<file path="src/rtl/bl_pwm_pkg.sv">
package bl_pwm_pkg;
  localparam int BUS_W = 32;

  localparam logic [7:0] OFS_ENABLE = 8'h00;
  localparam logic [7:0] OFS_COMMIT = 8'h08;
  localparam logic [7:0] OFS_CTL_DIV = 8'h10;
  localparam logic [7:0] OFS_CTL_SHAPE = 8'h14;

  localparam int DIV_LSB = 16;
  localparam int PER_LSB = 0;
  localparam int HIGH_LSB = 16;
endpackage

</file>
<file path="src/rtl/bl_pwm_regs.sv">
module bl_pwm_regs
  import bl_pwm_pkg::*;
#(
  parameter int ADDR_W = 8,
  parameter int DIV_W = 10,
  parameter int PER_W = 12,
  parameter int HIGH_W = 13
) (
  input  logic              clk,
  input  logic              rst_n,
  input  logic              bus_sel,
  input  logic              bus_wr,
  input  logic [ADDR_W-1:0] bus_addr,
  input  logic [BUS_W-1:0]  bus_wdata,
  output logic [BUS_W-1:0]  bus_rdata,
  output logic              en_o,
  output logic [DIV_W-1:0]  stg_div_o,
  output logic [PER_W-1:0]  stg_per_o,
  output logic [HIGH_W-1:0] stg_high_o,
  output logic              commit_o
);
  logic cbit_q;
  logic unused_wdata;

  function automatic logic at(input logic [ADDR_W-1:0] a, input logic [7:0] ofs);
    return a == ADDR_W'(ofs);
  endfunction

  logic wr_en, wr_cm, wr_c0, wr_c1;
  assign wr_en = bus_sel && bus_wr && at(bus_addr, OFS_ENABLE);
  assign wr_cm = bus_sel && bus_wr && at(bus_addr, OFS_COMMIT);
  assign wr_c0 = bus_sel && bus_wr && at(bus_addr, OFS_CTL_DIV);
  assign wr_c1 = bus_sel && bus_wr && at(bus_addr, OFS_CTL_SHAPE);

  assign commit_o = wr_cm && bus_wdata[0] && !cbit_q;
  assign unused_wdata = ^bus_wdata;

  always_ff @(posedge clk or negedge rst_n) begin
    if (!rst_n) begin
      en_o <= 1'b0;
      cbit_q <= 1'b0;
      stg_div_o <= '0;
      stg_per_o <= '0;
      stg_high_o <= '0;
    end else begin
      if (wr_en) en_o <= bus_wdata[0];
      if (wr_cm) cbit_q <= bus_wdata[0];
      if (wr_c0) stg_div_o <= bus_wdata[DIV_LSB +: DIV_W];
      if (wr_c1) begin
        stg_per_o <= bus_wdata[PER_LSB +: PER_W];
        stg_high_o <= bus_wdata[HIGH_LSB +: HIGH_W];
      end
    end
  end

  always_comb begin
    bus_rdata = '0;
    if (bus_sel && !bus_wr) begin
      if (at(bus_addr, OFS_ENABLE)) bus_rdata = BUS_W'(en_o);
      else if (at(bus_addr, OFS_COMMIT)) bus_rdata = BUS_W'(cbit_q);
      else if (at(bus_addr, OFS_CTL_DIV)) bus_rdata = BUS_W'(stg_div_o) << DIV_LSB;
      else if (at(bus_addr, OFS_CTL_SHAPE))
        bus_rdata = (BUS_W'(stg_high_o) << HIGH_LSB) | (BUS_W'(stg_per_o) << PER_LSB);
    end
  end
endmodule

</file>
<file path="src/rtl/bl_pwm_prescale.sv">
module bl_pwm_prescale #(
  parameter int DIV_W = 10
) (
  input  logic             clk,
  input  logic             rst_n,
  input  logic             run,
  input  logic [DIV_W-1:0] limit,
  output logic             tick,
  output logic [DIV_W-1:0] cnt
);
  assign tick = run && (cnt == limit);

  always_ff @(posedge clk or negedge rst_n) begin
    if (!rst_n) cnt <= '0;
    else if (!run || tick) cnt <= '0;
    else cnt <= cnt + 1'b1;
  end
endmodule

</file>
<file path="src/rtl/bl_pwm_cycle.sv">
module bl_pwm_cycle #(
  parameter int PER_W = 12,
  localparam int HIGH_W = PER_W + 1
) (
  input  logic              clk,
  input  logic              rst_n,
  input  logic              run,
  input  logic              tick,
  input  logic [PER_W-1:0]  last,
  input  logic [HIGH_W-1:0] high,
  output logic              wrap,
  output logic [PER_W-1:0]  cnt,
  output logic              pwm
);
  function automatic logic duty_on(input logic [PER_W-1:0] c, input logic [HIGH_W-1:0] h);
    return {1'b0, c} < h;
  endfunction

  assign wrap = tick && (cnt == last);
  assign pwm = run && duty_on(cnt, high);

  always_ff @(posedge clk or negedge rst_n) begin
    if (!rst_n) cnt <= '0;
    else if (!run) cnt <= '0;
    else if (tick) cnt <= wrap ? '0 : cnt + 1'b1;
  end
endmodule

</file>
<file path="src/rtl/bl_pwm_top.sv">
module bl_pwm_top
  import bl_pwm_pkg::*;
#(
  parameter int ADDR_W = 8,
  parameter int DIV_W = 10,
  parameter int PER_W = 12
) (
  input  logic              clk,
  input  logic              rst_n,
  input  logic              bus_sel,
  input  logic              bus_wr,
  input  logic [ADDR_W-1:0] bus_addr,
  input  logic [BUS_W-1:0]  bus_wdata,
  output logic [BUS_W-1:0]  bus_rdata,
  output logic              pwm_out
);
  localparam int HIGH_W = PER_W + 1;

  logic              en;
  logic              commit_evt;
  logic [DIV_W-1:0]  stg_div, act_div, pre_cnt;
  logic [PER_W-1:0]  stg_per, act_per, per_cnt;
  logic [HIGH_W-1:0] stg_high, act_high;
  logic              pend_q, tick, wrap, load;

  bl_pwm_regs #(.ADDR_W(ADDR_W), .DIV_W(DIV_W), .PER_W(PER_W), .HIGH_W(HIGH_W)) regs_i (
    .clk(clk), .rst_n(rst_n), .bus_sel(bus_sel), .bus_wr(bus_wr),
    .bus_addr(bus_addr), .bus_wdata(bus_wdata), .bus_rdata(bus_rdata),
    .en_o(en), .stg_div_o(stg_div), .stg_per_o(stg_per), .stg_high_o(stg_high),
    .commit_o(commit_evt)
  );

  bl_pwm_prescale #(.DIV_W(DIV_W)) pre_i (
    .clk(clk), .rst_n(rst_n), .run(en), .limit(act_div), .tick(tick), .cnt(pre_cnt)
  );

  bl_pwm_cycle #(.PER_W(PER_W)) cyc_i (
    .clk(clk), .rst_n(rst_n), .run(en), .tick(tick), .last(act_per),
    .high(act_high), .wrap(wrap), .cnt(per_cnt), .pwm(pwm_out)
  );

  // Hand-over point: cycle boundary when running, next clock when stopped
  assign load = (pend_q || commit_evt) && (wrap || !en);

  always_ff @(posedge clk or negedge rst_n) begin
    if (!rst_n) begin
      act_div <= '0;
      act_per <= '0;
      act_high <= '0;
      pend_q <= 1'b0;
    end else if (load) begin
      act_div <= stg_div;
      act_per <= stg_per;
      act_high <= stg_high;
      pend_q <= 1'b0;
    end else if (commit_evt) begin
      pend_q <= 1'b1;
    end
  end
endmodule

</file>
<file path="config.mk">
export PLATFORM = sky130hd
export DESIGN_NAME = bl_pwm_top
export DESIGN_NICKNAME = d
export VERILOG_FILES = /design/src/rtl/bl_pwm_pkg.sv /design/src/rtl/bl_pwm_regs.sv /design/src/rtl/bl_pwm_prescale.sv /design/src/rtl/bl_pwm_cycle.sv /design/src/rtl/bl_pwm_top.sv
export SDC_FILE = /design/constraint.sdc
export NUM_CORES = 1
export LEC_CHECK = 0
export BUFFER_PORTS_ARGS = -buffer_cell sky130_fd_sc_hd__buf_2
export CAP_MARGIN = 30
export CORE_MARGIN = 8
export CORE_UTILIZATION = 35
export DETAILED_ROUTE_END_ITERATION = 8
export GPL_ROUTABILITY_DRIVEN = 0
export PLACE_DENSITY = 0.63
export SLEW_MARGIN = 10
export SYNTH_ARGS = -nofsm -noshare
export SYNTH_HDL_FRONTEND = slang
export SYNTH_HIERARCHICAL = 1
export SYNTH_SLANG_ARGS = --single-unit
</file>
<file path="constraint.sdc">
create_clock -name clk -period 5.9 [get_ports clk]
set_clock_uncertainty 0.2 [all_clocks]
set_input_delay 0.885 -clock clk [delete_from_list [all_inputs] [get_ports clk]]
set_output_delay 0.885 -clock clk [all_outputs]
set_load 0.05 [all_outputs]
</file>
## Word-level counts from Yosys, hierarchy flattened

Index checks and enable logic that the tools add are counted.

- Bits in registers: 95
- Input port bits: 44
- Output and inout bits: 33
- Word-level logic and storage cells: 52

- Add/subtract/negate cells: 2
- $lt $le $gt $ge: 1
- Equality and inequality tests: 6
- Multiplexer cells: 11
- Bitwise operators: 1
- Reductions and logical operators: 20

Operator list:

| cell | number |
|---|---|
| $mux W32 | 5 |
| $mux W12 | 3 |
| $or A29 B12 Y29 | 1 |
| $eq A8 B5 Y1 const B | 2 |
| $lt A12 B13 Y1 | 1 |
| $add A12 B1 Y12 const B | 1 |
| $eq A12 B12 Y1 | 1 |
| $logic_and A1 B1 Y1 | 12 |
| $add A10 B1 Y10 const B | 1 |
| $eq A10 B10 Y1 | 1 |
| $mux W10 | 1 |
| $eq A8 B4 Y1 const B | 1 |
| $logic_not A8 Y1 | 1 |
| $logic_not A1 Y1 | 3 |
| $logic_or A1 B1 Y1 | 3 |
| $mux W1 | 2 |
| $ne A2 B1 Y1 const B | 1 |
| $reduce_bool A2 Y1 | 1 |

## Depth between registers and ports, before layout

Gate-level depths: netlist (run 1).

- Depth after elaboration: 7
- Gate-level depth with buffers: 9
- Gate-level depth less buffers: 8

## Cells and area by module

Netlist (run 1), hierarchy kept.

Modules (own cells, without submodules):

| module | times used | cells each | area each (um^2) | seq. area each (um^2) |
|---|---|---|---|---|
| bl_pwm_regs | 1 | 154 | 1864.3 | 925.9 |
| bl_pwm_top | 1 | 78 | 1367.6 | 900.9 |
| bl_pwm_cycle | 1 | 122 | 1061.0 | 300.3 |
| bl_pwm_prescale | 1 | 55 | 563.0 | 250.2 |

## Worst setup path after synthesis (run 1)

Ideal clock, no wire load.

- Path kind: input-to-output
- From: in bus_addr[4]
- To: out bus_rdata[0]
- Data arrival time: 2.814 ns
- Data required time: 4.815 ns
- Slack: 2.001 ns
- Stages: 3
- Buffers on the path: 0
- Cell sequence: nor4_1 > nand3_1 > a221oi_1

- Word-level cells in the longest chain between the ends: 6
- Elaborated cells on any way between the ends: 9
- Classes of those cells: 3 x eq/ne; 5 x mux; 1 x reduce/logical

Ends and longest elaborated chain:

| what | RTL line | RTL |
|---|---|---|
| start: declaration | bl_pwm_top.sv:12 | `input logic [ADDR_W-1:0] bus_addr,` |
| $eq A8 B5 Y1 | bl_pwm_regs.sv:26 | `return a == ADDR_W'(ofs);` |
| $mux W32 | bl_pwm_regs.sv:62 | `else if (at(bus_addr, OFS_CTL_SHAPE))` |
| $mux W32 | bl_pwm_regs.sv:61 | `else if (at(bus_addr, OFS_CTL_DIV)) bus_rdata = BUS_W'(stg_div_o) << DIV_LSB;` |
| $mux W32 | bl_pwm_regs.sv:60 | `else if (at(bus_addr, OFS_COMMIT)) bus_rdata = BUS_W'(cbit_q);` |
| $mux W32 * | bl_pwm_regs.sv:59 | `if (at(bus_addr, OFS_ENABLE)) bus_rdata = BUS_W'(en_o);` |
| $mux W32 * | bl_pwm_regs.sv:58 | `if (bus_sel && !bus_wr) begin` |
| end: declaration | bl_pwm_top.sv:14 | `output logic [BUS_W-1:0] bus_rdata,` |

Every way passes the cells marked *; elsewhere a longest branch is shown, timed or not.

## Worst setup path after layout (run 1)

- From: in bus_addr[1]
- To: out bus_rdata[2]

The elaborated chain is that of the path after synthesis.

==> reports/metrics.yaml, run 1 <==
outcome: "completed"
cts_hold_buf: 0
die_area_um2: 17900
relSlewSlack_pct: 34.69
cp_data_required_time_ps: 4820
avgSynthCellArea_um2: 11.87
grt_max_degree: 57
worstReg2RegStart: "pre_i/cnt[2]$_DFF_PN0_"
firstDrtPassIters: 4
grtUsageTotal_pct: 12.08
overflow: 0
ys_seq_area_share_pct: 48.96
dpl_cell_area_um2: 5318
cts.repair.resized: 0
num_rows: 43
ys_types: 46
crit_chain: "buf_2, nor4b_4, and3b_1, and2_1, buf_2"
worstSetupStartpointType: "input pin"
r2r-end: "act_high[1]$_DFFE_PN0P_"
clockBufferDepth: 2
worstSetupPathType: "in -> out"
synth_top_cell_by_area: "dfrtp_1"
area_growth_pct: 16.28
min_period_over_period_pct: 66.62
initialDrtViolationCount: 122
cts_tree: "done"
syn_area_um2: 4856
core_um2: 13720
ir_drop_mv: 0.1253
worst_path_dominant_cell_family: "simple AND/OR/NAND/NOR gates"
worstMarginPinSlew_ps: 975.5
synth_area_leaders: "dfrtp_1, mux2_2, xnor2_1"
post_cts_buffers: 0
vias: 3243
path_common_cell: "buf_2"
tns_ps: 0
postLayoutCellArea_um2: 5647
drv_slew: 0
port-buffer-count: 62
holdWs_ps: 311.2
io_pins: 77
synth-edff-count: 0
crit_path_max_fanout: 14
path_buf_inv: 2
drive_above_1_share_pct: 30.40
via_per_inst: 4.936
cpMaxStageDelayCell: "nor4b_4"
hold_path_class: "in -> async"
clk_latency_ps: 340
routedWlPerCell_um: 15.73
layout.nets: 529
dp_hpwl_um: 7646
regToRegSetupSlack_ps: 2590
synth-seq-cells: 95
antenna_cells: 0
ctsHtreeMaxLevel: 3
die_h_um: 133.8
cts_inserted_buffers: 9
fin_crit_ps: 3930
grt_pass1_vias: 3479
rsz0062_at_grt: "false"
ant_nets: 0
setup_violations: 0
syn_inst: 409
hold_viol: 0
final_cell_mix: "dfrtp_1, buf_2, mux2_2, nand3_1"
chipWidth_um: 133.8
p_leak_nw: 2.686
power_density_nw_per_um2: 239.5
synth_top_area_share_pct: 48.96
final_common_cell: "dfrtp_1"
yosys_most_used_dff: "dfrtp_1"
cts.clk_slew.worst_paths_ps: 60
max_stage_delay_ps: 870
cap_violations: 0
grt_antenna_before_repair: 0
grt_pass1_wl_um: 17570
root_buffer: "clkbuf_16"
max_freq_ghz: 0.2544
r2r_cells: 10
routed_wirelength_um: 10330
initial_core_util_pct: 35.39
async_flop_share_pct: 100.0
yosysWarnings: 6
critPathArrivalTime_ps: 2850
end_kind: "output port"
cts_sinks: 95
route.detailed.drc: 0
==> metrics by stage <==
stage | utilization (%) | instances | power [mW] | worst slack (ps)
floorplan | - | 415 | 0.7033 | 2001
global placement | 38.56 | 640 | 0.7332 | 1951
detailed placement | 38.76 | 641 | 0.7354 | 1966
CTS | 41.16 | 657 | 1.366 | 1951
global route | 41.16 | 657 | 1.404 | 1781
finish | 41.16 | 657 | 1.352 | 1970
==> routing by layer <==
layer	GRT usage (%)	vias up	wire length, um	part of all wire [%]
li1	-	1542	-	-
met1	16.50	1597	4861	47
met2	18.68	91	4727	46
met3	1.608	13	521	5.0
met4	5.490	0	225	2.2
met5	0	-	0	0
==> flip-flops by register name, indices dropped and copies added (netlist names), 10 cells and up <==
| name | flops |
|---|---|
| act_div | 10 |
| act_high | 13 |
| act_per | 12 |
| cyc_i/cnt | 12 |
| pre_i/cnt | 10 |
| regs_i/stg_div_o | 10 |
| regs_i/stg_high_o | 13 |
| regs_i/stg_per_o | 12 |
==> worst max path at each step <==
stage                startpoint            to  slack [ps]  cells past startpoint
floorplan           bus_addr[4]  bus_rdata[0]        2000                      3
global placement    bus_addr[1]  bus_rdata[5]        1950                      5
detailed placement  bus_addr[1]  bus_rdata[2]        1970                      5
CTS                 bus_addr[1]  bus_rdata[2]        1950                      5
global route        bus_addr[1]  bus_rdata[1]        1780                      5
finish              bus_addr[1]  bus_rdata[2]        1970                      5
==> synthesized netlist by cell type (all sizes together) (2+ instances only) <==
| cell | instances |
|---|---|
| nand3 | 29 |
| o31ai | 2 |
| nor3b | 2 |
| nand2 | 11 |
| inv | 16 |
| xor2 | 12 |
| and3 | 6 |
| and2 | 14 |
| nor4b | 2 |
| nand2b | 4 |
| nor4 | 5 |
| a21oi | 16 |
| nor2b | 4 |
| ha | 13 |
| dfrtp | 95 |
| nand4 | 12 |
| buf | 16 |
| clkbuf | 5 |
| nor2 | 26 |
| o21ai | 4 |
| mux2 | 72 |
| a21o | 2 |
| and4 | 3 |
| xnor2 | 27 |
==> final cells by class <==
cell class                      instances  area (um^2)
Fill cell                            1320         8073
Sequential cell                        95         2377
Multi-Input combinational cell        283         2285
Timing Repair Buffer                   67        370.4
Clock buffer                           10        239.0
Tap cell                              180        225.2
Clock inverter                          6        90.09
Inverter                               16        60.06
==> power by group <==
part | switching (mW) | internal (mW) | total, mW
Sequential | 0.00589 | 0.658 | 0.664
Combinational | 0.0398 | 0.0181 | 0.0579
Clock | 0.246 | 0.385 | 0.631
==> kinds of logic (layout without fill, tap and decap cells) <==
logic type,Yosys count,after routing,share of synthesized area (%)
xor gates and xnor gates,39,39,7.189
other,1,7,0.07723
AOI/OAI and AO/OA,31,31,4.432
and+or+nand+nor,121,121,14.56
adders and majority gates,13,13,3.350
DFF,95,95,48.96
muxes,72,72,16.85
buffers and inverters,37,99,4.587
No activity file was read; power rests on OpenSTA's default activity.
==> run 2, diff against run 1 <==
- PLACE_DENSITY: 0.63 -> 0.65
- clock period: 5.9 -> 3.6 ns (I/O delays scaled with it)
==> reports/metrics.yaml, run 2 (same netlist as run 1, synthesis figures left out) <==
outcome: "completed"  # unchanged
vias: 3336  # was 3243
clk_latency_ps: 340  # about the same
worstMarginPinSlew_ps: 783.1  # was 975.5 ps
route.detailed.drc: 0  # unchanged
critPathArrivalTime_ps: 3150  # was 2850 ps
initialDrtViolationCount: 173  # was 122
initial_core_util_pct: 35.39  # unchanged
cpMaxStageDelayCell: "dfrtp_1"  # was nor4b_4
fin_crit_ps: 3125
routed_wirelength_um: 10500  # was 10330 um
placed_cells: 645  # was 641
postLayoutCellArea_um2: 5629  # was 5647 um^2
internal_power_mw: 1.665  # was 1.061 mW
path_common_cell: "buf_4"  # was buf_2
multiInputGateArea_um2: 2285  # unchanged
firstDrtPassIters: 4  # unchanged
crit_chain: "xnor2_1, nand4_1, nor4_1, buf_4, nand2_1, nor4_4, inv_1, a21oi_4, buf_4, mux2_2"  # was buf_2, nor4b_4, and3b_1, and2_1, buf_2
drive_above_1_share_pct: 30.50  # was 30.40%
via_per_inst: 5.039  # was 4.936
relSlewSlack_pct: 47.31  # was 34.69%
grtUsageTotal_pct: 12.39  # was 12.08%
ant_nets: 0  # unchanged
min_period_over_period_pct: 86.80
ir_drop_mv: 0.2043  # was 0.1253 mV
cts.repair.resized: 0  # unchanged
end_kind: "flop"  # was output port
grt_antenna_before_repair: 0  # unchanged
root_buffer: "clkbuf_16"  # unchanged
worst_path_dominant_cell_family: "simple AND/OR/NAND/NOR gates"  # unchanged
reg_top3: "act_high: 13 flops, regs_i/stg_high_o: 13 flops"  # unchanged
p_comb_share_pct: 4.7  # was 4.3%
register_area_um2: 2377  # unchanged
worstSetupPathType: "reg -> reg"  # was in -> out
setup_violations: 0  # unchanged
clockBufferDepth: 2  # unchanged
die_area_um2: 17900  # unchanged
hold_viol: 0  # unchanged
routedWlPerCell_um: 15.87  # was 15.73 um
power_switching_share_pct: 21.45  # was 21.53%
final_common_cell: "dfrtp_1"  # unchanged
drv_slew: 0  # unchanged
path_buf_inv: 3  # was 2
layout_setup_ws_ps: 475.1  # was 1970 ps
fin_cells: 662  # was 657
post_cts_buffers: 0  # unchanged
tns_ps: 0  # unchanged
pwr-share-seq_pct: 51.3  # was 49.1%
p_leak_nw: 2.692  # was 2.686 nW
regToRegSetupSlack_ps: 480  # was 2590 ps
dpl_cell_area_um2: 5328  # was 5318 um^2
holdWs_ps: 208.7  # was 311.2 ps
cp_data_required_time_ps: 3620  # was 4820 ps
layout.nets: 534  # was 529
hold_path_class: "in -> reg"  # was in -> async
cts_inserted_buffers: 9  # unchanged
power.share.clock_pct: 44.0  # was 46.6%
grt_pass1_wl_um: 17990  # was 17570 um
max_stage_delay_ps: 440  # was 870 ps
dp_hpwl_um: 7783  # was 7646 um
area_growth_pct: 15.92  # was 16.28%
core_um2: 13720  # unchanged
chipWidth_um: 133.8  # unchanged
overflow: 0  # unchanged
antenna_cells: 0  # unchanged
p_sw_mw: 0.4545  # was 0.2912 mW
rsz0062_at_grt: "false"  # unchanged
die_h_um: 133.8  # unchanged
fillerInstances: 1295  # was 1320
crit_path_max_fanout: 21  # was 14
grt_max_degree: 43  # was 57
cts_sinks: 95  # unchanged
num_rows: 43  # unchanged
cts.clk_slew.worst_paths_ps: 60  # about the same
port-buffer-count: 62  # unchanged
worstSetupStartpointType: "flop"  # was input pin
max_freq_ghz: 0.3200
final_cell_mix: "dfrtp_1, buf_2, mux2_2, nand3_1"  # unchanged
io_pins: 77  # unchanged
grt_pass1_vias: 3682  # was 3479
post-place-ws_ps: 476.0  # was 1966 ps
power_density_nw_per_um2: 376.5  # was 239.5 nW/um^2
cap_violations: 0  # unchanged
ctsHtreeMaxLevel: 3  # unchanged
cts_tree: "done"  # unchanged
==> run 2: cell types whose count changed in the layout (fill, tap and decap cells not counted), sizes merged <==
| cell | delta |
|---|---|
| buf | +4 |
| clkbuf | +2 |
| clkinv | +2 |
| inv | -2 |
| bufinv | -1 |
| clkinvlp | -1 |
| dlygate4sd3 | +1 |
==> run 2: path summary, 6_finish.rpt <==
path | to | startpoint | depth (start not counted)
worst max-delay path | act_high[0]$_DFFE_PN0P_ | pre_i/cnt[2]$_DFF_PN0_ | 10
worst min-delay path | regs_i/stg_high_o[10]$_DFFE_PN0P_ | bus_wdata[26] | 2
worst max register to register | act_high[0]$_DFFE_PN0P_ | pre_i/cnt[2]$_DFF_PN0_ | 10
worst min register to register | act_high[7]$_DFFE_PN0P_ | act_high[7]$_DFFE_PN0P_ | 1
max in group asynchronous | act_high[2]$_DFFE_PN0P_ | rst_n | 3
min in group asynchronous | act_per[5]$_DFFE_PN0P_ | rst_n | 2
==> run 2: stage by stage <==
step                      power, mW  utilization (%)
after floorplan               1.153                -
after global placement        1.203            38.83
after detailed placement      1.207            38.83
after CTS                     2.146            41.03
after global routing          2.204            41.03
final                         2.119            41.03
==> run 2: per-layer routing <==
| metal | vias up | track usage [%] | wire, um |
|---|---|---|---|
| li1 | 1557 | - | - |
| met1 | 1693 | 16.32 | 4930 |
| met2 | 74 | 19.32 | 4956 |
| met3 | 12 | 2.767 | 429 |
| met4 | 0 | 5.053 | 187 |
| met5 | - | 0 | 0 |
==> run 2: what timing repair did <==
item | 4_1_cts | 5_1_grt
endpoints found under the setup margin | 0 | 0
hold endpoints to repair | 16 | 0
hold buffers | 1 | 0
==> run 2: final cells by class <==
cell class                 count  area share (%)
clock buffer                  12           4.379
clock inverter                 4          0.8002
sequential                    95           42.23
timing repair buffer          72           6.935
inverter                      16           1.067
tap                          180           4.001
multi-input combinational    283           40.59
==> run 2: power by group through the flow <==
| stage | Clock [mW] | Combinational, mW | Sequential [mW] |
|---|---|---|---|
| finish | 0.932 | 0.0989 | 1.09 |
| global route | 1.00 | 0.111 | 1.09 |
| CTS | 0.957 | 0.101 | 1.09 |
| detailed placement | 0 | 0.0998 | 1.11 |
| global placement | 0 | 0.0962 | 1.11 |
| floorplan | 0 | 0.0476 | 1.11 |
